### src/rtl/shreg_pkg.sv
package shreg_pkg;

    localparam int LANE_W = 8;

    // Per-register command derived from synchronized strobe and clear.
    typedef struct packed {
        logic clr;      // register forced to zero this cycle
        logic edge_ok;  // apply one shift or capture this cycle
    } reg_cmd_t;

    // An edge is only honoured when the clear is inactive both now and
    // in the previous sample, so a releasing clear swallows the edge.
    function automatic reg_cmd_t make_cmd(input logic strobe_now,
                                          input logic strobe_prev,
                                          input logic clr_now_n,
                                          input logic clr_prev_n);
        reg_cmd_t c;
        c.clr     = ~clr_now_n;
        c.edge_ok = strobe_now & ~strobe_prev & clr_now_n & clr_prev_n;
        return c;
    endfunction

endpackage

### src/rtl/sync2.sv
module sync2 #(
    parameter int W = 1
) (
    input  logic         clk,
    input  logic         rst,
    input  logic [W-1:0] d_async,
    output logic [W-1:0] q_sync
);
    logic [W-1:0] meta_q;

    always_ff @(posedge clk) begin
        if (rst) begin
            meta_q <= '0;
            q_sync <= '0;
        end else begin
            meta_q <= d_async;
            q_sync <= meta_q;
        end
    end
endmodule

### src/rtl/shift_lane.sv
module shift_lane
    import shreg_pkg::*;
(
    input  logic              clk,
    input  logic              rst,
    input  reg_cmd_t          cmd,
    input  logic              din,
    output logic [LANE_W-1:0] q,
    output logic              cas
);
    always_ff @(posedge clk) begin
        if (rst || cmd.clr) begin
            q <= '0;
        end else if (cmd.edge_ok) begin
            q <= {q[LANE_W-2:0], din};
        end
    end

    assign cas = q[LANE_W-1];
endmodule

### src/rtl/hold_reg.sv
module hold_reg
    import shreg_pkg::*;
#(
    parameter int W = 8
) (
    input  logic         clk,
    input  logic         rst,
    input  reg_cmd_t     cmd,
    input  logic [W-1:0] d,
    output logic [W-1:0] q
);
    always_ff @(posedge clk) begin
        if (rst || cmd.clr) begin
            q <= '0;
        end else if (cmd.edge_ok) begin
            q <= d;
        end
    end
endmodule

### src/rtl/shift_hold_reg.sv
module shift_hold_reg
    import shreg_pkg::*;
#(
    parameter int LANES = 2
) (
    input  logic                    clk,
    input  logic                    rst,
    input  logic                    ser_in,
    input  logic                    sh_clk,
    input  logic                    sh_clr_n,
    input  logic                    st_clk,
    input  logic                    st_clr_n,
    output logic [LANES*LANE_W-1:0] par_out,
    output logic                    cascade_out
);
    localparam int NBITS  = LANES * LANE_W;
    localparam int NCTL   = 4;
    localparam int I_SHC  = 0;
    localparam int I_SHR  = 1;
    localparam int I_STC  = 2;
    localparam int I_STR  = 3;

    logic [NCTL:0]   sync_q;
    logic [NCTL-1:0] ctl_prev;
    logic            ser_s;
    reg_cmd_t        sh_cmd;
    reg_cmd_t        st_cmd;
    logic [NBITS-1:0] sh_bits;
    logic [LANES:0]  link;

    // Bit NCTL carries serial data; lower bits carry strobes and clears.
    sync2 #(.W(NCTL + 1)) u_sync (
        .clk     (clk),
        .rst     (rst),
        .d_async ({ser_in, st_clr_n, st_clk, sh_clr_n, sh_clk}),
        .q_sync  (sync_q)
    );

    always_ff @(posedge clk) begin
        if (rst) ctl_prev <= '0;
        else     ctl_prev <= sync_q[NCTL-1:0];
    end

    assign ser_s  = sync_q[NCTL];
    assign sh_cmd = make_cmd(sync_q[I_SHC], ctl_prev[I_SHC],
                             sync_q[I_SHR], ctl_prev[I_SHR]);
    assign st_cmd = make_cmd(sync_q[I_STC], ctl_prev[I_STC],
                             sync_q[I_STR], ctl_prev[I_STR]);

    assign link[0] = ser_s;

    for (genvar g = 0; g < LANES; g++) begin : g_lane
        shift_lane u_lane (
            .clk (clk),
            .rst (rst),
            .cmd (sh_cmd),
            .din (link[g]),
            .q   (sh_bits[g*LANE_W +: LANE_W]),
            .cas (link[g+1])
        );
    end

    // Capture uses the chain value before this cycle's shift.
    hold_reg #(.W(NBITS)) u_hold (
        .clk (clk),
        .rst (rst),
        .cmd (st_cmd),
        .d   (sh_bits),
        .q   (par_out)
    );

    assign cascade_out = link[LANES];
endmodule

### config.mk
export PLATFORM = sky130hd
export DESIGN_NAME = shift_hold_reg
export DESIGN_NICKNAME = d
export VERILOG_FILES = /design/src/rtl/shreg_pkg.sv /design/src/rtl/sync2.sv /design/src/rtl/shift_lane.sv /design/src/rtl/hold_reg.sv /design/src/rtl/shift_hold_reg.sv
export SDC_FILE = /design/constraint.sdc
export NUM_CORES = 1
export LEC_CHECK = 0
export BUFFER_PORTS_ARGS = -buffer_cell sky130_fd_sc_hd__buf_2
export CORE_MARGIN = 2
export CORE_UTILIZATION = 53
export DETAILED_ROUTE_END_ITERATION = 10
export PLACE_DENSITY = 0.82
export SKIP_CTS_REPAIR_TIMING = 1
export SYNTH_ARGS = -nofsm -noshare
export SYNTH_HDL_FRONTEND = slang
export SYNTH_SLANG_ARGS = --single-unit
### constraint.sdc
create_clock -name clk -period 1.5 [get_ports clk]
set_input_delay 0.15 -clock clk [delete_from_list [all_inputs] [get_ports clk]]
set_output_delay 0.15 -clock clk [all_outputs]
set_load 0.01 [all_outputs]
### Word level (Yosys, flattened, before mapping)

Index checks and enable logic that the tools add are counted.

| storage, ports and cells | value |
|---|---|
| output and inout port bits | 17 |
| register bits after elaboration | 46 |

| operators by class | value |
|---|---|
| bitwise gates (word level) | 10 |
| reduce and logical (&&, ||, !) cells | 2 |

Operators by type and width:

| operator | count |
|---|---|
| 1-bit AND | 6 |
| 1-bit NOT | 4 |
| 1-bit logical OR | 2 |

### Longest topological paths before layout

Gate-level depths: netlist (run 1).

| depth | value |
|---|---|
| depth after elaboration | 4 |
| mapped depth | 5 |
| gate-level depth less buffers | 2 |

### By module

Synthesis (run 1) repeated with hierarchy kept, for this count alone.

| second synthesis, totals | value |
|---|---|
| cells, all modules | 141 |
| area, all modules | 1582.8 sq um |

By module, submodules not included:

| module | cells an instance | area an instance (sq um) | sequential area each (sq um) | instances |
|---|---|---|---|---|
| shift_lane | 28 | 302.8 | 160.2 | 2 |
| hold_reg | 53 | 581.8 | 320.3 | 1 |
| sync2 | 20 | 262.8 | 200.2 | 1 |
| shift_hold_reg | 12 | 132.6 | 80.1 | 1 |

### Least setup slack after synthesis (run 1)

No wires, ideal clock.

| timing path | value |
|---|---|
| path type | register to register |
| start point | reg u_sync.q_sync[1] |
| end point | reg g_lane[0].u_lane.q[1] |
| cell stages (with the launch flop) | 6 |
| period minus slack after synthesis | 1.131 ns |
| setup slack | 0.369 ns |
| arrival time | 1.059 ns |
| path buffers | 3 |
| setup time | 0.072 ns |
| cell sequence | dfxtp_1 -> buf_6 -> and4b_1 -> buf_6 -> buf_8 -> mux2i_1 |

| on the way | value |
|---|---|
| cells in the longest elaborated chain, start to end | 2 |
| elaborated cells between the ends (all ways) | 4 |
| classes of those cells | bitwise: 3; reduce/logical: 1 |

RTL lines:

| element | line | source |
|---|---|---|
| start, declared | sync2.sv:7 | `output logic [W-1:0] q_sync` |
| start signal, assigned | sync2.sv:17 | `q_sync <= meta_q;` |
| 1-bit AND or 1-bit NOT (tied branches) | shreg_pkg.sv:19, shreg_pkg.sv:18 |  |
| 1-bit AND or 1-bit logical OR (tied branches) | shreg_pkg.sv:19, shift_lane.sv:12 |  |
| end signal, assigned | shift_lane.sv:15 | `q <= {q[LANE_W-2:0], din};` |
| end, declared | shift_lane.sv:8 | `output logic [LANE_W-1:0] q,` |

Several ways; a longest one is shown, not always the timed one.
A chain may end at the register's enable or synchronous reset.

### Final worst setup path (run 1)

| timing path | value |
|---|---|
| start point | reg u_sync.q_sync[3] |
| end point | reg u_hold.q[8] |

| on the way | value |
|---|---|
| cells in the longest elaborated chain, start to end | 2 |
| elaborated cells between the ends (all ways) | 4 |
| classes of those cells | bitwise: 3; reduce/logical: 1 |

RTL lines:

| element | line | source |
|---|---|---|
| 1-bit AND or 1-bit NOT (tied branches) | shreg_pkg.sv:19, shreg_pkg.sv:18 |  |
| 1-bit AND or 1-bit logical OR (tied branches) | shreg_pkg.sv:19, hold_reg.sv:13 |  |
| end signal, assigned | hold_reg.sv:14 | `q <= '0;` |
| end signal, assigned | hold_reg.sv:16 | `q <= d;` |
| end, declared | hold_reg.sv:10 | `output logic [W-1:0] q` |

Several ways; a longest one is shown, not always the timed one.

==> results by stage, run 1 <==
Worst hold path:
- The startpoint of the lowest-slack hold path is st_clk.
- The path class of the tightest hold or removal check is in -> reg.
- For hold timing, the worst endpoint is u_sync.meta_q[2]$_SDFF_PP0_.
- The worst hold path was traced through 2 stages.

Floorplan:
- In this run the standard cell core region covers 3340 um2.
- In this run the core area contains 21 standard-cell rows.
- The area of the die is 3950 um2.
- The count of boundary I/O pins is 24.
- From bottom edge to top edge, the die measures 62.8 um.
- In this run the horizontal extent of the chip is 62.8 um.
- For this configuration, the core starts out at a cell density of 0.550.

Cells and area:
- Measured on the finished design, the core utilization comes to 0.598.
- For this run, the post-layout net count is 186.
- The number of antenna diodes in the final layout is 0.
- Of the cells placed in the final design, the portion with a size suffix greater than 1 is 0.196.
- From synthesis to final layout, the design area changed by 8.87%.
- After routing the design area is 2000 um2.
- The non-filler instance count after layout is 225.

Power:
- The switching component of the power is 0.407 mW.
- VDD sags by at most 0.516 mV.
- The part of the power in combinational logic is 0.043.
- Of the total power, the share spent switching nets is 0.219.
- The share of total power dissipated in sequential elements is 0.669.
- For this design the static power due to leakage is 0.709 nW.
- The cell internal power dissipation is 1.45 mW.
- The post-route total power is 1.85 mW.
- The total power divided by cell area is 929 nW/um2.
- Of the total power, the clock network draws 0.289.

Yosys:
- The dominant register cell in the synthesized netlist is dfxtp_1.
- Counting flops with a built-in enable in the synthesized netlist gives 0.
- The synthesized design contains 46 register bits.
- The unique cell type count in the Yosys netlist is 9.
- The cell count after synthesis is 159.
- During synthesis, Yosys emitted a total of 0 warnings.
- In the post-synthesis netlist, the cell with the most instances is nand3b_1.
- The biggest area contributor in the post-synthesis netlist is dfxtp_1.
- The number of nets handed over by synthesis was 166.
- Each instance of the synthesized netlist takes up on average 11.5 um2.
- The top cell type's share of synthesized area is 0.502.
- The commonest cells after synthesis are nand3b_1 (49), dfxtp_1 (46), mux2i_1 (32).
- The post-synthesis cell area is 1830 um2.
- Yosys attributes the largest share of cell area to dfxtp_1 (50%), nand3b_1 (20%), mux2i_1 (17%).
- The sequential area share after synthesis is 0.502.
- Of all flip-flops after synthesis, the portion carrying an async set or reset was 0.

Route:
- The detail route stage leaves a number of antenna-violating nets equal to 0.
- The number of design rule violations left after detail routing is 0.
- The number of iterations in the first detailed-routing pass is 4.
- The routed wire length is 2.82 mm.
- Using the TritonRoute via totals, the vias-per-cell ratio works out to 5.14.
- The vias after detailed routing is 1156.
- The detailed router finished its first iteration with 86 violations.
- The average wire per standard cell is 12.5 um.

Timing:
- In the finished design, the share of the clock period the worst path needs comes to 0.785.
- At the pin with the least slew margin, the transition time is 0.305 ns.
- Setup repair after global routing left no endpoint under its margin.
- Setup violations remaining at the end of the flow were counted as 0.
- The worst pin sits at a relative slew slack of 0.797.
- The post-route worst setup slack is 0.322 ns.
- For the final database, setup skew stands at 0.0122 ns.
- The total count of max-transition violations in the final report is 0.
- The achievable frequency is 849 MHz.
- After routing, the total negative slack on setup checks comes to 0 ns.
- The hold violation total from the final report was 2.
- Hold timing on the final database bottoms out at a slack of -0.00167 ns.
- The final critical-path required period is 1.18 ns.

Clock tree:
- The clock input transition at the sequential cells of the worst setup and hold paths is 0.12 ns.
- The TritonCTS clock tree is built.
- The clock drives 46 sinks.
- The maximum root-to-sink buffer count is 2.
- The clock root buffer is clkbuf_4.
- Buffers inserted during clock tree synthesis total 5.
- The count of H-tree levels built during CTS is 2.
- For the worst-skew pair, the clock arrives at the later sink with an insertion delay of 0.36 ns.

Critical path:
- Data on the critical path is required at its endpoint by 1.78 ns.
- The setup path with the least slack is of type reg -> reg.
- The worst register-to-register path ends at u_hold.q[8]$_SDFFE_PP0P_.
- STA classifies the critical path endpoint as a flop.
- The worst setup path is launched from a flop.
- The number of cells on the worst reg-to-reg path is 3.
- In this run the critical register-to-register path is launched from u_sync.q_sync[3]$_SDFF_PP0_.
- STA puts the critical path data arrival time at 1.46 ns.
- Across all register-to-register paths, the minimum setup slack is 0.32 ns.
- Along the worst path, the maximum fanout reaches 15.

Placed design:
- The HPWL after detailed placement is 1.83 mm.
- The placed instances occupy a cell area of 1940 um2.
- The placed instance count is 217.
- At the end of routability-driven placement, the weighted congestion stood at 0.679.
- Buffers placed on the I/O ports in this run total 23.
- The pre-CTS setup slack is 0.326 ns.

Flow run:
- The number of violations of the max-capacitance limit is 0.

GRT:
- The first global-routing pass estimated 5.03 mm of wire.
- The via count of the first global-routing pass is 1176.
- The number of antenna violations at the first check in global routing is 0.
- After global routing the overflow that remains totals 0.
- For this run, the total global-route usage over all layers was measured as 0.163.
- The pin count of the biggest net entering global routing is 64.

Outcome:
- The run finished, with violations left.
- The final reports fail on negative hold slack.
==> area by class of cell <==
type | count | area (um2)
Clock buffer | 5 | 37.5
Clock inverter | 2 | 10.0
Fill cell | 294 | 1340
Multi-Input combinational cell | 97 | 796
Sequential cell | 46 | 921
Tap cell | 46 | 57.6
Timing Repair Buffer | 29 | 175
==> layer usage <==
| metal | vias to the layer above | part of all wire | track usage |
|---|---|---|---|
| met5 | - | 0 | 0 |
| met4 | 0 | 0.026 | 0.0917 |
| met3 | 7 | 0.038 | 0.0468 |
| met2 | 22 | 0.47 | 0.282 |
| met1 | 538 | 0.47 | 0.179 |
| li1 | 589 | - | - |
==> state kept, by name (all words and copies together) (netlist names) <==
| name | count |
|---|---|
| ctl_prev | 4 |
| g_lane.u_lane.q | 16 |
| u_hold.q | 16 |
| u_sync.meta_q | 5 |
| u_sync.q_sync | 5 |
==> kinds of logic (layout without fill, tap and decap cells) <==
kind of cell / count (synthesis) / in the layout / share of synthesized area
AND/OR/NAND/NOR: 65 / 65 / 0.259
flip-flops: 46 / 46 / 0.502
multiplexers: 32 / 32 / 0.175
buffers and inverters: 16 / 36 / 0.0641
==> cell usage in the layout, fill, tap and decap left out <==
cell type and instances:
buf_12 1, buf_2 23, buf_4 4, clkinv_2 2
nand3b_1 49, nor2b_1 14, mux2i_1 32, clkbuf_4 5
and4b_1 2, dlygate4sd3_1 1, dfxtp_1 46
==> worst max-delay path by stage <==
| stage | from | endpoint | slack, ns | depth (start not counted) |
|---|---|---|---|---|
| CTS | u_sync.q_sync[3]$_SDFF_PP0_ | u_hold.q[8]$_SDFFE_PP0P_ | 0.30 | 3 |
| global route | u_sync.q_sync[3]$_SDFF_PP0_ | u_hold.q[7]$_SDFFE_PP0P_ | 0.23 | 3 |
| detailed placement | u_sync.q_sync[3]$_SDFF_PP0_ | u_hold.q[8]$_SDFFE_PP0P_ | 0.33 | 3 |
| finish | u_sync.q_sync[3]$_SDFF_PP0_ | u_hold.q[8]$_SDFFE_PP0P_ | 0.32 | 3 |
| global placement | ctl_prev[2]$_SDFF_PP0_ | u_hold.q[9]$_SDFFE_PP0P_ | 0.40 | 3 |
| floorplan | u_sync.q_sync[1]$_SDFF_PP0_ | g_lane[0].u_lane.q[1]$_SDFFE_PP0P_ | 0.37 | 5 |
==> critical path: stages, from the launching register on <==
cell and delay (ns):
dfxtp_1 0.35, and4b_1 0.25, buf_4 0.28, mux2i_1 0.22
==> power by group through the flow <==
stage | logic (mW) | clock network, mW | registers, mW
final | 0.0793 | 0.535 | 1.24
after global routing | 0.0881 | 0.605 | 1.24
after CTS | 0.0783 | 0.556 | 1.24
after detailed placement | 0.0783 | 0 | 1.27
after global placement | 0.0770 | 0 | 1.27
after floorplan | 0.0603 | 0 | 1.27
(Power assumes the default switching activity.)
==> run 2: changes to the inputs <==
- clock period: 1.5 -> 1.2 ns (I/O delays scaled with it)
==> run 2 against run 1 <==
Compared with the run above: non-clock buffer count rose by 5; highest routed layer unchanged; the run now ends clean; routed wire length rose by 6.7%; global-route usage rose by 0.052 points; design area rose by 6.8%; power rose by 54%; largest cell class unchanged; utilization rose by 4.1 points; register-to-register slack got worse by 0.20 ns; die area did not move; sequential share of layout area fell by 2.9 points; hold slack improved by 0.063 ns.
==> results by stage, run 2 (synthesis gave the netlist of run 1 again) <==
Critical path:
- The number of buffers and inverters on the critical path is 1.
- Tracing the worst setup path back leads to its startpoint at u_sync.q_sync[1]$_SDFF_PP0_.
- In this design, the stage delay of the slowest critical-path cell is 0.35 ns.
- The number of cells on the worst reg-to-reg path is 3.
- The reg-to-reg critical path endpoint is g_lane[1].u_lane.q[2]$_SDFFE_PP0P_.
- The category of the critical setup timing path is reg -> reg.
- The critical path required time is 1.48 ns.
- The register-to-register path setup slack is 0.12 ns.
- The signal on the critical path passes through and4b_1 -> buf_12 -> mux2i_1.
- The cell family contributing the most delay on the critical path is flip-flops.
- The worst setup path is captured at a flop.
- The worst endpoint data arrival time is 1.37 ns.
- The critical-path maximum fanout is 16.
- The slowest stage of the critical path is the dfxtp_1 cell.
- In this run the number of cells on the critical path is 3.
- The worst setup path is launched from a flop.
- The reg-to-reg startpoint is u_sync.q_sync[1]$_SDFF_PP0_.

Floorplan:
- The site row count is 21.
- The floorplan step set the die height to 62.8 um.
- Measured along the x axis, the die boundary spans 62.8 um.
- After floorplanning, the core was sized to cover 3340 um2.
- In this run the count of I/O pins placed on the die edge is 24.
- The initial cell density of the core is 0.550.
- The area of the die is 3950 um2.

Cells and area:
- The multi-input gate area in the final layout is 796 um2.
- The area of all placed cells without fillers is 2130 um2.
- The most common cell after layout, fill and taps aside is nand3b_1.
- The number of diodes added for antenna fixing is 0.
- The sequential cells in the finished layout cover a total of 921 um2.
- The filler cells instantiated in the layout total 287.
- In the final layout, the share of cells above drive strength 1 is 0.200.
- The top cell types in the final layout, fill and taps aside, are nand3b_1 (49), dfxtp_1 (46), mux2i_1 (32).
- The number of nets in the final layout is 191.
- In the final layout, the registers with the most flip-flops are g_lane.u_lane.q: 16 flops, u_hold.q: 16 flops.
- Relative to the synthesized area, the layout overhead comes to 16.3%.
- The core utilization of the finished layout is 0.639.

Route:
- In this run, the number of DRC markers left after iteration 0 of detailed routing was 72.
- The routed wire length is 3.01 mm.
- The vias after detailed routing is 1205.
- The number of design rule violations left after detail routing is 0.
- The via density per instance is 5.22.
- Dividing the detail-routed wire length by the instance count gives 13.0 um.
- The number of iterations in the first detailed-routing pass is 4.
- The count of antenna-violating nets left after detailed routing is 0.

Flow run:
- The number of violations of the max-capacitance limit is 0.

Clock tree:
- The count of H-tree levels built during CTS is 2.
- The clock net sink count is 46.
- Clock tree synthesis inserted a total of 5 buffers.
- The TritonCTS clock tree is built.
- Clock-pin slew was measured on the worst setup and hold paths at 0.12 ns.
- The later pin in the worst-skew pair is clocked with a latency of 0.37 ns.
- The tree is rooted in a clkbuf_4.
- The maximum root-to-sink buffer count is 2.

Power:
- The share of total power dissipated in the clock network is 0.418.
- The leakage power is 0.764 nW.
- The cell internal power dissipation is 2.32 mW.
- The total power divided by cell area is 1340 nW/um2.
- The part of the power in combinational logic is 0.039.
- The switching component of the power is 0.541 mW.
- The switching part of the total power is 0.189.
- The share of total power dissipated in sequential elements is 0.543.
- VDD sags by at most 0.836 mV.

GRT:
- The final global-route overflow total is 0.
- In the global route stage, met2 resource usage came out at 0.278.
- The number of antenna violations at the first check in global routing is 0.
- The first-pass GRT wire length is 5.03 mm.
- The via count of the first global-routing pass is 1148.
- The most used routing layer in global routing is met2.
- Entering global routing, the biggest net connects 45 pins.
- For met1 alone, demand over resource in global routing was 0.185.
- The met3 usage in global routing is 0.0450.
- The total track usage is 0.164.

Worst hold path:
- The worst hold path was traced through 2 stages.
- The startpoint of the lowest-slack hold path is rst.
- The path with the worst hold slack has its endpoint at u_sync.q_sync[2]$_SDFF_PP0_.
- The class of the worst hold path is in -> reg.

Timing:
- The clock skew after layout is 0.0168 ns.
- The achievable frequency is 924 MHz.
- Subtracting the final worst setup slack from the clock period gives 1.08 ns.
- The slew of the pin with the lowest slew margin is 0.310 ns.
- The post-route worst hold slack is 0.0612 ns.
- The total of endpoints with negative setup slack in the final report is 0.
- The relative max-transition margin is 0.793.
- The total count of max-transition violations in the final report came to 0.
- The ratio of final minimum period to clock period is 0.902.
- The hold violation total from the final report came to 0.
- Setup repair after global routing left no endpoint under its margin.
- The aggregate negative setup slack is 0 ns.

Outcome:
- The flow ran to the end, and the final reports show no timing, DRC or antenna violations.

Placed design:
- The HPWL after detailed placement is 1.91 mm.
- The routability-driven placement congestion ratio is 0.711.
- In this run the cell area measured after placement is 1970 um2.
- The count of buffers added on input and output ports is 23.
## run 2: changes by cell type in the layout (fill, tap and decap cells not counted), sizes merged
| cell | before | now |
|---|---|---|
| dlygate4sd3 | 1 | 5 |
| bufinv | 0 | 2 |
| buf | 28 | 29 |
| clkbuf | 5 | 6 |
| clkinv | 2 | 0 |
## run 2: worst register-to-register path: stages, from the launching register on
cell and delay, ns:
dfxtp_1 0.35, and4b_1 0.25, buf_12 0.18, mux2i_1 0.23
## run 2: power by group through the flow
stage / Combinational, mW / Clock, mW / Sequential [mW]
5_1_grt: 0.122 / 1.28 / 1.55
4_1_cts: 0.100 / 1.21 / 1.55
3_3_place_gp: 0.0981 / 0 / 1.58
3_5_place_dp: 0.100 / 0 / 1.58
6_report: 0.112 / 1.19 / 1.55
2_1_floorplan: 0.0754 / 0 / 1.58
## run 2: worst max path at each step
stage,end
after floorplan,g_lane[0].u_lane.q[1]$_SDFFE_PP0P_
after global placement,u_hold.q[10]$_SDFFE_PP0P_
after detailed placement,g_lane[1].u_lane.q[2]$_SDFFE_PP0P_
after CTS,g_lane[1].u_lane.q[2]$_SDFFE_PP0P_
after global routing,u_hold.q[10]$_SDFFE_PP0P_
final,g_lane[1].u_lane.q[2]$_SDFFE_PP0P_
## run 2: area by class of cell
cell class,instances,share of cell area
clock buffers,6,0.0240
clock inverters,2,0.0282
multi-input cells,97,0.373
flip-flops and latches,46,0.432
well taps,46,0.0270
repair buffers,34,0.116
## run 2: metrics by stage
stage | setup slack, ns | std cells | power (mW)
after global routing | 0.0479 | 231 | 2.96
after floorplan | 0.0693 | 159 | 1.66
after CTS | 0.102 | 226 | 2.86
after detailed placement | 0.130 | 218 | 1.69
final | 0.117 | 231 | 2.86
after global placement | 0.175 | 218 | 1.68
## run 2: layer usage
layer	part of all wire	wire length [um]
met3	0.035	105
met4	0.024	73
met5	0	0
met2	0.48	1450
met1	0.46	1380
==> run 3: changes to the inputs <==
- CORE_UTILIZATION: 53 -> 55
- PLACE_DENSITY: 0.82 -> 0.85
==> run 3 against run 2 <==
Compared with the run above: routed wire length down 4.9%; final cell count down 1.7%; design area down 1.9%; maximum frequency up 3.3%; critical endpoint is now g_lane[0].u_lane.q[4]$_SDFFE_PP0P_; largest cell class unchanged.
==> results by stage, run 3 (synthesis gave the netlist of run 1 again) <==
Worst hold path:
- The worst hold path terminates at ctl_prev[3]$_SDFF_PP0_.
- The startpoint identified for the worst hold timing path is rst.
- The worst hold path belongs to the class in -> reg.
- Counting instances, the worst hold path has a depth of 3.

Clock tree:
- The number of buffers created by CTS is 5.
- The count of H-tree levels built during CTS is 2.
- No sink is reached through more buffers than the 2 on the longest clock path.
- The TritonCTS clock tree is built.
- After clock tree synthesis, the clock-pin slew on the worst setup and hold paths is 0.13 ns.
- The clock latency on the worst-skew pair is 0.36 ns.
- Counting every sink on the clock net gives 46.
- The clock root buffer is clkbuf_4.

Power:
- The total power divided by cell area is 1240 nW/um2.
- The share of total power dissipated in the clock network is 0.363.
- The part of the total power dissipated in sequential elements is 0.595.
- The part of the power in combinational logic is 0.042.
- IR analysis of the VDD net gives a maximum drop of 0.896 mV.
- In this run the static leakage power is 0.745 nW.
- The cell internal power dissipation is 2.09 mW.
- Of the total power, the share spent switching nets is 0.197.
- For this design the total switching power over the nets is 0.513 mW.

Critical path:
- The critical path required time is 1.49 ns.
- The worst setup path is launched from a flop.
- The endpoint identified for the worst register-to-register timing path is g_lane[0].u_lane.q[4]$_SDFFE_PP0P_.
- STA puts the critical path data arrival time at 1.34 ns.
- The critical path starts at ctl_prev[0]$_SDFF_PP0_.
- The setup check on the worst reg-to-reg path leaves a slack of 0.15 ns.
- The element type at the critical path end is a flop.
- The number of cells on the worst reg-to-reg path is 3.
- The category of the critical setup timing path is reg -> reg.
- The critical-path maximum fanout is 16.
- In this run the critical register-to-register path is launched from ctl_prev[0]$_SDFF_PP0_.

GRT:
- After global routing the overflow that remains totals 0.
- Entering global routing, the biggest net connects 64 pins.
- The first global-routing pass estimated 4.72 mm of wire.
- In the global route stage, overall resource usage came out at 0.172.
- The number of antenna violations at the first check in global routing is 0.
- The via count of the first global-routing pass was 1068.

Cells and area:
- Fill cells in the final layout number 259.
- From synthesis to final layout, the design area changed by 14.1%.
- The multi-input gate area in the final layout is 796 um2.
- The sequential cell area is 921 um2.
- The top cell types in the final layout, fill and taps aside, are nand3b_1 (49), dfxtp_1 (46), mux2i_1 (32).
- The number of diodes added for antenna fixing is 0.
- The largest registers in the layout are g_lane.u_lane.q: 16 flops, u_hold.q: 16 flops.
- Of the cells placed in the final design, the portion with a size suffix greater than 1 is 0.191.
- The most common cell after layout, fill and taps aside is nand3b_1.
- The number of nets in the final layout is 190.

Route:
- The number of design rule violations left after detail routing is 0.
- The count of nets left with antenna violations once routing finished came out at 0.
- After detailed routing, the average wire length per cell comes to 12.6 um.
- The first TritonRoute pass finished after 4 iterations.
- For this block, the routed nets add up to 2.86 mm of wire.
- The via density per instance is 5.14.
- After the first detailed-routing iteration, the DRC count stood at 89.
- Detailed routing inserted a total of 1167 vias.

Timing:
- Timing would allow up to 954 MHz.
- The post-route worst setup slack is 0.152 ns.
- In the final timing run, aggregate negative setup slack is 0 ns.
- The hold violation total from the final report was 0.
- The total count of max-transition violations in the final report is 0.
- Between clock sinks in the finished design, the worst skew comes to 0.0134 ns.
- Setup repair after global routing left no endpoint under its margin.
- Of the available clock period, the critical path in the final layout requires 0.874.
- The relative max-transition margin is 0.800.
- The slew of the pin with the lowest slew margin is 0.301 ns.
- The final critical-path required period is 1.05 ns.
- Setup violations remaining at the end of the flow were counted as 0.

Placed design:
- At the placement stage, the worst setup path has a slack of 0.144 ns.
- The routability-driven placement congestion ratio is 0.700.
- During placement, the flow inserted port buffers numbering 23.
- Detailed placement ended at an HPWL of 1.84 mm.

Floorplan:
- The site row count is 20.
- The die is 61.8 um wide.
- The total area inside the core boundary comes to 3100 um2.
- The initial cell density of the core is 0.591.
- The die covers 3810 um2.
- In this run the vertical extent of the chip is 61.8 um.
- For this design the top-level I/O count stands at 24.

Flow run:
- Max-cap violations in this run came to 0.

Outcome:
- The run finished with clean final reports.
-- run 3: final cells by class --
class / instances / share of cell area
sequential: 46 / 0.440
multi-input combinational: 97 / 0.380
timing repair buffer: 33 / 0.115
tap: 44 / 0.0263
clock buffer: 6 / 0.0245
clock inverter: 1 / 0.0143
-- run 3: power by group through the flow --
stage	Sequential [mW]	Clock, mW	Combinational [mW]
global route	1.55	1.04	0.120
global placement	1.58	0	0.0955
detailed placement	1.58	0	0.0975
CTS	1.55	0.968	0.0973
finish	1.55	0.945	0.110
floorplan	1.58	0	0.0754
-- run 3: per-layer routing --
layer,GRT usage,vias up,wire (um)
met5,0,-,0
met4,0.0821,0,48
met3,0.0621,5,126
met2,0.248,25,1290
met1,0.228,536,1400
li1,-,601,-
-- run 3: critical path, cell delays in order (launching register included) --
cell and delay [ns]:
dfxtp_1 0.31, and4b_1 0.28, buf_12 0.18, mux2i_1 0.22
-- run 3: metrics by stage --
stage,area (um2),total power [mW],util,hold slack (ns),instances
6_report,2090,2.61,0.675,0.180,227
5_1_grt,2090,2.71,0.675,0.189,227
4_1_cts,2040,2.62,0.658,-0.0383,222
3_5_place_dp,1960,1.68,0.632,0.339,215
3_3_place_gp,1960,1.68,0.632,0.334,215
2_1_floorplan,1830,1.66,-,0.248,159
-- run 3: how the worst max path moves through the flow --
stage	to	slack, ns	cells after the start
2_1_floorplan	g_lane[0].u_lane.q[1]$_SDFFE_PP0P_	0.07	5
6_report	g_lane[0].u_lane.q[4]$_SDFFE_PP0P_	0.15	3
4_1_cts	g_lane[0].u_lane.q[4]$_SDFFE_PP0P_	0.13	3
3_3_place_gp	g_lane[0].u_lane.q[4]$_SDFFE_PP0P_	0.21	3
5_1_grt	g_lane[1].u_lane.q[4]$_SDFFE_PP0P_	0.06	3
3_5_place_dp	g_lane[0].u_lane.q[4]$_SDFFE_PP0P_	0.14	3
